===== src/rtl/pcut_pkg.sv =====
package pcut_pkg;

    localparam int NCH   = 4;
    localparam int NPAIR = NCH / 2;

    // shut_sel occupies the upper nibble, cut_dis the lower nibble
    typedef struct packed {
        logic [NCH-1:0] shut_sel;
        logic [NCH-1:0] cut_dis;
    } cfg_t;

    typedef enum logic [1:0] {
        OFF_NONE  = 2'd0,
        OFF_SHUT  = 2'd1,
        OFF_FAULT = 2'd2
    } off_e;

    function automatic logic [NCH-1:0] eff_sel(cfg_t c, logic prio);
        return prio ? '0 : c.shut_sel;
    endfunction

endpackage


===== src/rtl/pcut_cfg_reg.sv =====
module pcut_cfg_reg
    import pcut_pkg::*;
#(
    parameter int          AW       = 8,
    parameter logic [7:0]  CFG_ADDR = 8'h15
) (
    input  logic                clk,
    input  logic                rst,
    input  logic                wr,
    input  logic [AW-1:0]       addr,
    input  logic [$bits(cfg_t)-1:0] wdata,
    output logic [$bits(cfg_t)-1:0] rdata,
    output cfg_t                cfg,
    output logic [NCH-1:0]      mask_chg
);

    logic hit;
    logic sel;
    cfg_t wcfg;
    cfg_t cfg_q;

    assign sel  = (addr == AW'(CFG_ADDR));
    assign hit  = wr && sel;
    assign wcfg = cfg_t'(wdata);

    always_ff @(posedge clk) begin
        if (rst) begin
            cfg_q <= '0;
        end else if (hit) begin
            cfg_q <= wcfg;
        end
    end

    assign mask_chg = hit ? (wcfg.cut_dis ^ cfg_q.cut_dis) : '0;
    assign rdata    = sel ? cfg_q : '0;
    assign cfg      = cfg_q;

endmodule


===== src/rtl/pcut_fss_sync.sv =====
module pcut_fss_sync #(
    parameter int SYNC_N = 2
) (
    input  logic clk,
    input  logic rst,
    input  logic fss_in,
    output logic fss_edge
);

    logic [SYNC_N:0] sh;

    always_ff @(posedge clk) begin
        if (rst) begin
            sh <= '0;
        end else begin
            sh <= {sh[SYNC_N-1:0], fss_in};
        end
    end

    assign fss_edge = sh[SYNC_N-1] && !sh[SYNC_N];

    a_r7_edge_single: assert property (@(posedge clk) disable iff (rst)
        fss_edge |=> !fss_edge);

endmodule


===== src/rtl/pcut_chan.sv =====
module pcut_chan
    import pcut_pkg::*;
#(
    parameter int OVLD_CYC = 16,
    parameter int COOL_CYC = 64
) (
    input  logic clk,
    input  logic rst,
    input  logic ovl,
    input  logic ilim,
    input  logic cut_dis,
    input  logic mask_chg,
    input  logic shut,
    input  logic partner_cut,
    input  logic pair_en,
    input  logic pwr_req,
    input  logic det_ok,
    input  logic flag_clr,
    output logic cut_fire,
    output logic pwr_en,
    output logic fault_flag,
    output logic clr_pulse,
    output logic cool_busy
);

    localparam int OW = $clog2(OVLD_CYC + 1);
    localparam int CW = $clog2(COOL_CYC + 1);
    localparam logic [OW-1:0] OV_LAST = OW'(OVLD_CYC - 1);

    logic [OW-1:0] ovl_cnt;
    logic [CW-1:0] cool_cnt;
    logic          pwr_q;
    logic          flag_q;
    logic          clr_q;
    logic          fire;
    logic          kill;
    off_e          off_cause;

    assign fire     = ovl && pwr_q && (ovl_cnt == OV_LAST);
    assign cut_fire = fire && !cut_dis;
    assign kill     = pwr_q && (cut_fire || (pair_en && partner_cut) || ilim);

    always_comb begin
        if (shut) begin
            off_cause = OFF_SHUT;
        end else if (kill) begin
            off_cause = OFF_FAULT;
        end else begin
            off_cause = OFF_NONE;
        end
    end

    // overload timer
    always_ff @(posedge clk) begin
        if (rst) begin
            ovl_cnt <= '0;
        end else if (shut || mask_chg || !ovl || !pwr_q) begin
            ovl_cnt <= '0;
        end else if (ovl_cnt != OV_LAST) begin
            ovl_cnt <= ovl_cnt + OW'(1);
        end
    end

    // power state
    always_ff @(posedge clk) begin
        if (rst) begin
            pwr_q <= 1'b0;
        end else begin
            case (off_cause)
                OFF_SHUT, OFF_FAULT: pwr_q <= 1'b0;
                default: begin
                    if (pwr_req && det_ok && (cool_cnt == '0)) begin
                        pwr_q <= 1'b1;
                    end
                end
            endcase
        end
    end

    // cool-down runs independently of shutdown
    always_ff @(posedge clk) begin
        if (rst) begin
            cool_cnt <= '0;
        end else if (kill) begin
            cool_cnt <= CW'(COOL_CYC);
        end else if (cool_cnt != '0) begin
            cool_cnt <= cool_cnt - CW'(1);
        end
    end

    // fault flag and clear request
    always_ff @(posedge clk) begin
        if (rst) begin
            flag_q <= 1'b0;
            clr_q  <= 1'b0;
        end else begin
            clr_q <= shut;
            if (shut) begin
                flag_q <= 1'b0;
            end else if (fire) begin
                flag_q <= 1'b1;
            end else if (flag_clr) begin
                flag_q <= 1'b0;
            end
        end
    end

    assign pwr_en     = pwr_q;
    assign fault_flag = flag_q;
    assign clr_pulse  = clr_q;
    assign cool_busy  = (cool_cnt != '0);

    a_r3_cut_drops_power: assert property (@(posedge clk) disable iff (rst)
        cut_fire |=> !pwr_q);

    a_r2_flag_on_timeout: assert property (@(posedge clk) disable iff (rst)
        fire && !shut |=> flag_q);

    a_r4_masked_keeps_power: assert property (@(posedge clk) disable iff (rst)
        fire && cut_dis && !shut && !ilim && !(pair_en && partner_cut) |=> pwr_q);

    a_r5_mask_restart: assert property (@(posedge clk) disable iff (rst)
        mask_chg |=> ovl_cnt == '0);

    a_r6_ilim_off: assert property (@(posedge clk) disable iff (rst)
        ilim && pwr_q |=> !pwr_q && cool_cnt != '0);

    a_r7_shut_clears: assert property (@(posedge clk) disable iff (rst)
        shut |=> !pwr_q && clr_q && !flag_q);

    a_r9_cool_kept: assert property (@(posedge clk) disable iff (rst)
        shut && !kill && cool_cnt != '0 |=> cool_cnt == $past(cool_cnt) - CW'(1));

    a_r11_no_on_in_cool: assert property (@(posedge clk) disable iff (rst)
        !pwr_q && cool_cnt != '0 |=> !pwr_q);

endmodule


===== src/rtl/pcut_fss_ctrl.sv =====
module pcut_fss_ctrl
    import pcut_pkg::*;
#(
    parameter int          OVLD_CYC = 16,
    parameter int          COOL_CYC = 64,
    parameter int          SYNC_N   = 2,
    parameter logic [7:0]  CFG_ADDR = 8'h15
) (
    input  logic             clk,
    input  logic             rst,
    input  logic             cfg_wr,
    input  logic [7:0]       cfg_addr,
    input  logic [7:0]       cfg_wdata,
    output logic [7:0]       cfg_rdata,
    input  logic             prio_mode,
    input  logic [NPAIR-1:0] pair_cut,
    input  logic             fss_in,
    input  logic [NCH-1:0]   ovl_in,
    input  logic [NCH-1:0]   ilim_in,
    input  logic [NCH-1:0]   flag_clr,
    input  logic [NCH-1:0]   pwr_req,
    input  logic [NCH-1:0]   det_ok,
    output logic [NCH-1:0]   pwr_en,
    output logic [NCH-1:0]   fault_flag,
    output logic [NCH-1:0]   clr_pulse,
    output logic [NCH-1:0]   cool_busy
);

    cfg_t           cfg;
    logic [NCH-1:0] mask_chg;
    logic           fss_edge;
    logic [NCH-1:0] shut;
    logic [NCH-1:0] cut_fire;

    pcut_cfg_reg #(
        .AW       (8),
        .CFG_ADDR (CFG_ADDR)
    ) u_cfg (
        .clk      (clk),
        .rst      (rst),
        .wr       (cfg_wr),
        .addr     (cfg_addr),
        .wdata    (cfg_wdata),
        .rdata    (cfg_rdata),
        .cfg      (cfg),
        .mask_chg (mask_chg)
    );

    pcut_fss_sync #(
        .SYNC_N (SYNC_N)
    ) u_sync (
        .clk      (clk),
        .rst      (rst),
        .fss_in   (fss_in),
        .fss_edge (fss_edge)
    );

    assign shut = fss_edge ? eff_sel(cfg, prio_mode) : '0;

    for (genvar ch = 0; ch < NCH; ch++) begin : g_ch
        pcut_chan #(
            .OVLD_CYC (OVLD_CYC),
            .COOL_CYC (COOL_CYC)
        ) u_chan (
            .clk         (clk),
            .rst         (rst),
            .ovl         (ovl_in[ch]),
            .ilim        (ilim_in[ch]),
            .cut_dis     (cfg.cut_dis[ch]),
            .mask_chg    (mask_chg[ch]),
            .shut        (shut[ch]),
            .partner_cut (cut_fire[ch ^ 1]),
            .pair_en     (pair_cut[ch / 2]),
            .pwr_req     (pwr_req[ch]),
            .det_ok      (det_ok[ch]),
            .flag_clr    (flag_clr[ch]),
            .cut_fire    (cut_fire[ch]),
            .pwr_en      (pwr_en[ch]),
            .fault_flag  (fault_flag[ch]),
            .clr_pulse   (clr_pulse[ch]),
            .cool_busy   (cool_busy[ch])
        );
    end

    for (genvar p = 0; p < NPAIR; p++) begin : g_pair
        a_r10_pair_both_off: assert property (@(posedge clk) disable iff (rst)
            pair_cut[p] && (cut_fire[2*p] || cut_fire[2*p+1])
            |=> !pwr_en[2*p] && !pwr_en[2*p+1]);
    end

    a_r8_prio_blocks: assert property (@(posedge clk) disable iff (rst)
        prio_mode && fss_edge |=> clr_pulse == '0);

endmodule


===== config.mk =====
export PLATFORM = sky130hd
export DESIGN_NAME = pcut_fss_ctrl
export DESIGN_NICKNAME = d
export VERILOG_FILES = /design/src/rtl/pcut_pkg.sv /design/src/rtl/pcut_cfg_reg.sv /design/src/rtl/pcut_fss_sync.sv /design/src/rtl/pcut_chan.sv /design/src/rtl/pcut_fss_ctrl.sv
export SDC_FILE = /design/constraint.sdc
export NUM_CORES = 1
export LEC_CHECK = 0
export BUFFER_PORTS_ARGS = -buffer_cell sky130_fd_sc_hd__buf_2
export CORE_ASPECT_RATIO = 0.8
export CORE_UTILIZATION = 35
export CTS_CLUSTER_SIZE = 40
export DETAILED_ROUTE_END_ITERATION = 10
export PLACE_DENSITY_LB_ADDON = 0.25
export SYNTH_ARGS = -nofsm -noshare
export SYNTH_HDL_FRONTEND = slang
export SYNTH_HIERARCHICAL = 1
export SYNTH_SLANG_ARGS = --single-unit

===== constraint.sdc =====
create_clock -name clk -period 2.5 [get_ports clk]
set_input_delay 0.25 -clock clk [delete_from_list [all_inputs] [get_ports clk]]
set_output_delay 0.25 -clock clk [all_outputs]
set_load 0.01 [all_outputs]

; Word level (Yosys, flattened, before mapping)
; Index checks and enable logic that the tools add are counted.
[totals]
reg_bits = 71
inputBits = 43
out_inout_bits = 24
word_cells = 176
[op_classes]
addsub = 8
eq_ne = 17
muxes = 28
bitwise_logic = 1
n_reduce_logical = 95
[ops]
columns = operator, count
row1 = $mux W7, 8
row2 = $logic_and A1 B1 Y1, 30
row3 = $logic_not A7 Y1, 4
row4 = $reduce_bool A7 Y1, 4
row5 = $sub A7 B1 Y7 const B, 4
row6 = $reduce_or A2 Y1, 12
row7 = $add A5 B1 Y5 const B, 4
row8 = $eq A5 B4 Y1 const B, 4
row9 = $logic_or A1 B1 Y1, 20
row10 = $ne A5 B4 Y1 const B, 4
row11 = $mux W2, 8
row12 = $reduce_bool A2 Y1, 8
row13 = $logic_not A1 Y1, 13
row14 = $mux W4, 3
row15 = $reduce_or A3 Y1, 4
row16 = $eq A2 B1 Y1 const B, 4
row17 = $eq A2 B2 Y1 const B, 4
row18 = $eq A8 B5 Y1 const B, 1
row19 = $mux W1, 8
row20 = $mux W8, 1
row21 = $xor A4 B4 Y4, 1

; Depth between registers and ports, before layout
[depth]
word_depth = 11
depth_mapped = 8
depth_no_buf = 7

; Hierarchy
; Netlist, hierarchy kept.
[by_module_without_submodules]
columns = module, instances, cells_each, area_per_inst_um2, seq_area_each_um2
row1 = pcut_chan, 4, 72, 705.7, 300.3
row2 = pcut_cfg_reg, 1, 55, 515.5, 160.2
row3 = pcut_fss_sync, 1, 7, 87.6, 60.1
row4 = pcut_fss_ctrl, 1, 4, 35.0, 0.0

; Worst setup path after synthesis
; No wires, ideal clock.
[synth_path]
kind = reg-to-reg
start = register g_ch[1].u_chan.ovl_cnt[0]
end = register g_ch[0].u_chan.cool_cnt[1]
setup_time_ns = 0.079
arrival_time_ns = 1.951
required_time_ns = 2.421
setup_slack_ns = 0.470
stages_incl_launch_ff = 9
n_path_buf = 1
period_less_slack_ns = 2.030
path_cell_list = dfxtp_1 -> ha_1 -> and3_1 -> ha_1 -> buf_2 -> and4b_1 -> and2_2 -> o32a_2 -> a211oi_2
[synth_between]
elab_chain_cells = 8
[synth_rtl]
columns = element, line
row1 = "start, declared", pcut_chan.sv:30  ; logic [OW-1:0] ovl_cnt;
row2 = "start signal, assigned", pcut_chan.sv:60  ; ovl_cnt <= ovl_cnt + OW'(1);
row3 = $eq A5 B4 Y1, pcut_chan.sv:39  ; assign fire = ovl && pwr_q && (ovl_cnt == OV_LAST);
row4 = $logic_and A1 B1 Y1, pcut_chan.sv:39
row5 = $logic_and A1 B1 Y1, pcut_chan.sv:40  ; assign cut_fire = fire && !cut_dis;
row6 = named net cut_fire[1], pcut_fss_ctrl.sv:33  ; logic [NCH-1:0] cut_fire;
row7 = $logic_and A1 B1 Y1, pcut_chan.sv:41  ; assign kill = pwr_q && (cut_fire || (pair_en && partner_cut) || ilim);
row8 = $logic_or A1 B1 Y1 (2 in series), pcut_chan.sv:41
row9 = $logic_and A1 B1 Y1, pcut_chan.sv:41
row10 = $reduce_or A2 Y1 (no source line), -
row11 = "end signal, assigned", pcut_chan.sv:85  ; cool_cnt <= CW'(COOL_CYC);
row12 = "end signal, assigned", pcut_chan.sv:87  ; cool_cnt <= cool_cnt - CW'(1);
row13 = "end, declared", pcut_chan.sv:31  ; logic [CW-1:0] cool_cnt;
; The timed path passes the listed nets, and every way through them passes these cells.
; A chain may end at the register's enable or synchronous reset.

; Worst setup path in the final report
[layout_path]
start = register g_ch[2].u_chan.ovl_cnt[0]
end = register g_ch[3].u_chan.cool_cnt[1]
[layout_between]
elab_chain_cells = 8
[layout_rtl]
columns = element, line
row1 = "start, declared", pcut_chan.sv:30
row2 = "start signal, assigned", pcut_chan.sv:60
row3 = $eq A5 B4 Y1, pcut_chan.sv:39
row4 = $logic_and A1 B1 Y1, pcut_chan.sv:39
row5 = $logic_and A1 B1 Y1, pcut_chan.sv:40
row6 = named net cut_fire[2], pcut_fss_ctrl.sv:33
row7 = $logic_and A1 B1 Y1, pcut_chan.sv:41
row8 = $logic_or A1 B1 Y1 (2 in series), pcut_chan.sv:41
row9 = $logic_and A1 B1 Y1, pcut_chan.sv:41
row10 = $reduce_or A2 Y1 (no source line), -
row11 = "end signal, assigned", pcut_chan.sv:85
row12 = "end signal, assigned", pcut_chan.sv:87
row13 = "end, declared", pcut_chan.sv:31
; The timed path passes the listed nets, and every way through them passes these cells.

==> impl_metrics.tcl <==
set metrics [dict create \
    fin_area_sq_mm 0.004180 \
    setup_viol 0 \
    grt_pass1_vias 2650 \
    cts-buffers-inserted 9 \
    wl_um 7250 \
    dpl-instance-area_sq_mm 0.003915 \
    min_path_type "primary input to flop" \
    seqCellArea_sq_mm 0.001421 \
    vias_per_cell 4.995 \
    cp-start-kind "flop" \
    cts_tree "done" \
    fmax_ghz 0.4620 \
    crit_required_ns 2.75 \
    antenna_left 0 \
    portBuffers 66 \
    root_buffer "clkbuf_16" \
    drc 0 \
    vias 2737 \
    relSlewSlack 0.6181 \
    cp-end-kind "flop" \
    ys_types 38 \
    grt_setup_unrepaired "false" \
    start_util 0.3602 \
    fin_nets 481 \
    post-place-ws_ns 0.3483 \
    globalRouteTotalUtil 0.1544 \
    clk_latency_ns 0.33 \
    fin_crit_ns 2.165 \
    synth_top_area_frac 0.4107 \
    hold_violations 0 \
    drt-pass1-iter-count 4 \
    synth_edf_count 0 \
    drt_iter0_markers 176 \
    synth_top_area_cell "dfxtp_1" \
    grt_pass1_wl_um 12430 \
    cp_common_cell "ha_1" \
    die_area_sq_mm 0.01029 \
    yosys_warnings 6 \
    area_delta_synth_final_pct 20.79 \
    hpwlAfterDp_um 5462 \
    n_antenna_cell 0 \
    leakagePower_nw 1.787 \
    ctsHoldBuffers 0 \
    post-synth-top-count-cell "dfxtp_1" \
    max_stage_delay_ns 0.43 \
    path_cells "ha_1, and3_1, ha_1, and4b_1, and2_2, o32a_2, a211oi_2" \
    num_rows 32 \
    netlist_area_sq_mm 0.003461 \
    multi_input_area_sq_mm 0.001924 \
    min_from "fss_in" \
    clk_pin_slew_ns 0.05 \
    min_to "u_sync/sh[0]" \
    fin_crit_sh 0.8658 \
    grt_antenna_before_repair 0 \
    instances_no_fill 548 \
    critPathArrivalTime_ns 2.41 \
    maxCapViolations 0 \
    cts_sinks 71 \
    htree_num_levels 3 \
    synth_cells 354 \
    io_pins 67 \
    r2r-end "g_ch[3].u_chan/cool_cnt[1]" \
    ir_worst_vdd_v 0.0004752 \
    rrSetupSlack_ns 0.34 \
    p_per_area_mw_per_mm2 939.2 \
    die_y_um 90.94 \
    dp_cells 534 \
    fin_setup_tns_ns 0 \
    worstPathMaxFanout 8 \
    synthArstFlopShare 0 \
    grt_overflow 0 \
    clock_path_buffers 2 \
    critPathLaunch "g_ch[2].u_chan/ovl_cnt[0]" \
    finalClockSkew_ns 0.004897 \
    n_fill_cell 967 \
    drv_slew 0 \
    drive_gt1_frac 0.2937 \
    ys_seq_area_frac 0.4107 \
    synthTopCellsByArea "dfxtp_1 (41%), ha_1 (4.3%), nor3_1 (4.0%), xnor2_1 (4.0%), mux2i_1 (3.5%)" \
    synth_nets 409 \
    holdPathStages 2 \
    synth-seq-cells 71 \
    cts_setup_buffers 0 \
    reg2reg_depth 7 \
    status "complete, no violations" \
    core-area_sq_mm 0.009609 \
    synthTopCellsByCount "dfxtp_1 (71), nor2_1 (32), nor3_1 (28)" \
    timing.rr.start "g_ch[2].u_chan/ovl_cnt[0]" \
    syn_avg_cell_area_sq_um 9.776 \
    wl_per_cell_um 13.23 \
    setup_slack_ns 0.3354 \
    grt_max_degree 24 \
    crit_slowest_cell "o32a_2" \
    gp_congestion 0.7809 \
    tightest_slew_ns 0.5716 \
    die_x_um 113.2 \
    post_cts_resized 0 \
    synthFlopType "dfxtp_1" \
    worstSetupPathType "flop to flop" \
]
==> cell type report <==
class                      count  area share
multi-input combinational    256      0.4603
clock inverter                 1    0.001197
tap                          119     0.03562
sequential                    71      0.3400
clock buffer                  13     0.06226
inverter                      20     0.01796
timing repair buffer          68     0.08261
==> critical path, delay by kind of cell, from the launching register on <==
| family | cells | cell delay, ns |
|---|---|---|
| AO/OA/AOI/OAI | 2 | 0.65 |
| adder cells (fa/ha/maj) | 2 | 0.48 |
| flip-flops | 1 | 0.33 |
| AND/OR/NAND/NOR | 3 | 0.63 |
==> layout by cell type, fill, tap and decap left out, types with 5 or more instances in the layout <==
cell type	synthesis	routed
buf_2	4	66
xor2_1	12	12
nor2_1	32	32
and3_2	8	8
ha_1	12	12
nand2b_1	16	16
and3_1	5	5
inv_1	20	20
nor2b_1	11	11
dfxtp_1	71	71
o31ai_1	12	12
nand4b_1	8	8
and3b_1	8	8
xnor2_1	16	16
a211oi_2	8	8
nor3_1	28	28
clkbuf_16	0	9
a21oi_1	12	12
mux2i_1	12	12
==> metal layers <==
layer  part of all wire  track usage  up-vias
li1                   -            -     1414
met1               0.49       0.1995     1262
met2               0.44       0.2357       53
met3              0.053      0.05207        8
met4              0.014      0.06250        0
met5                  0            0        -
==> registers in the layout, summed over array words and instances (netlist names) <==
register	cells
g_ch.u_chan/cool_cnt	28
g_ch.u_chan/ovl_cnt	20
u_cfg/cfg	8
g_ch.u_chan/clr_pulse	4
g_ch.u_chan/fault_flag	4
g_ch.u_chan/pwr_en	4
u_sync/sh	3
==> per-stage QoR <==
stage | utilization | hold WS [ns] | power [mW]
finish | 0.4350 | 0.1633 | 3.926
global route | 0.4350 | 0.1929 | 4.207
CTS | 0.4350 | 0.1520 | 3.979
detailed placement | 0.4074 | 0.4317 | 2.806
global placement | 0.4074 | 0.4364 | 2.779
floorplan | - | 0.3191 | 2.518
==> how the worst max path moves through the flow <==
| stage | end |
|---|---|
| 4_1_cts | g_ch[3].u_chan/cool_cnt[1] |
| 5_1_grt | g_ch[2].u_chan/cool_cnt[0] |
| 2_1_floorplan | g_ch[0].u_chan/cool_cnt[1] |
| 3_5_place_dp | g_ch[3].u_chan/cool_cnt[1] |
| 6_report | g_ch[3].u_chan/cool_cnt[1] |
| 3_3_place_gp | g_ch[1].u_chan/cool_cnt[1] |
==> power breakdown <==
part           internal [mW]  total [mW]  switching (mW)
registers               1.33        1.52           0.192
logic                  0.628        1.26           0.629
clock network          0.712        1.15           0.437
==> logic make-up (layout without fill, tap and decap cells) <==
logic type      count (synthesis)  after routing  share of synthesized area
xor+xnor                       28             28                    0.07086
compound gates                 48             48                     0.1142
simple gates                  156            156                     0.2928
flops                          71             71                     0.4107
mux                            12             12                    0.03471
buf+inv                        27            102                    0.03326
fa+ha+maj                      12             12                    0.04338
Power figures use the tool's default switching activity.
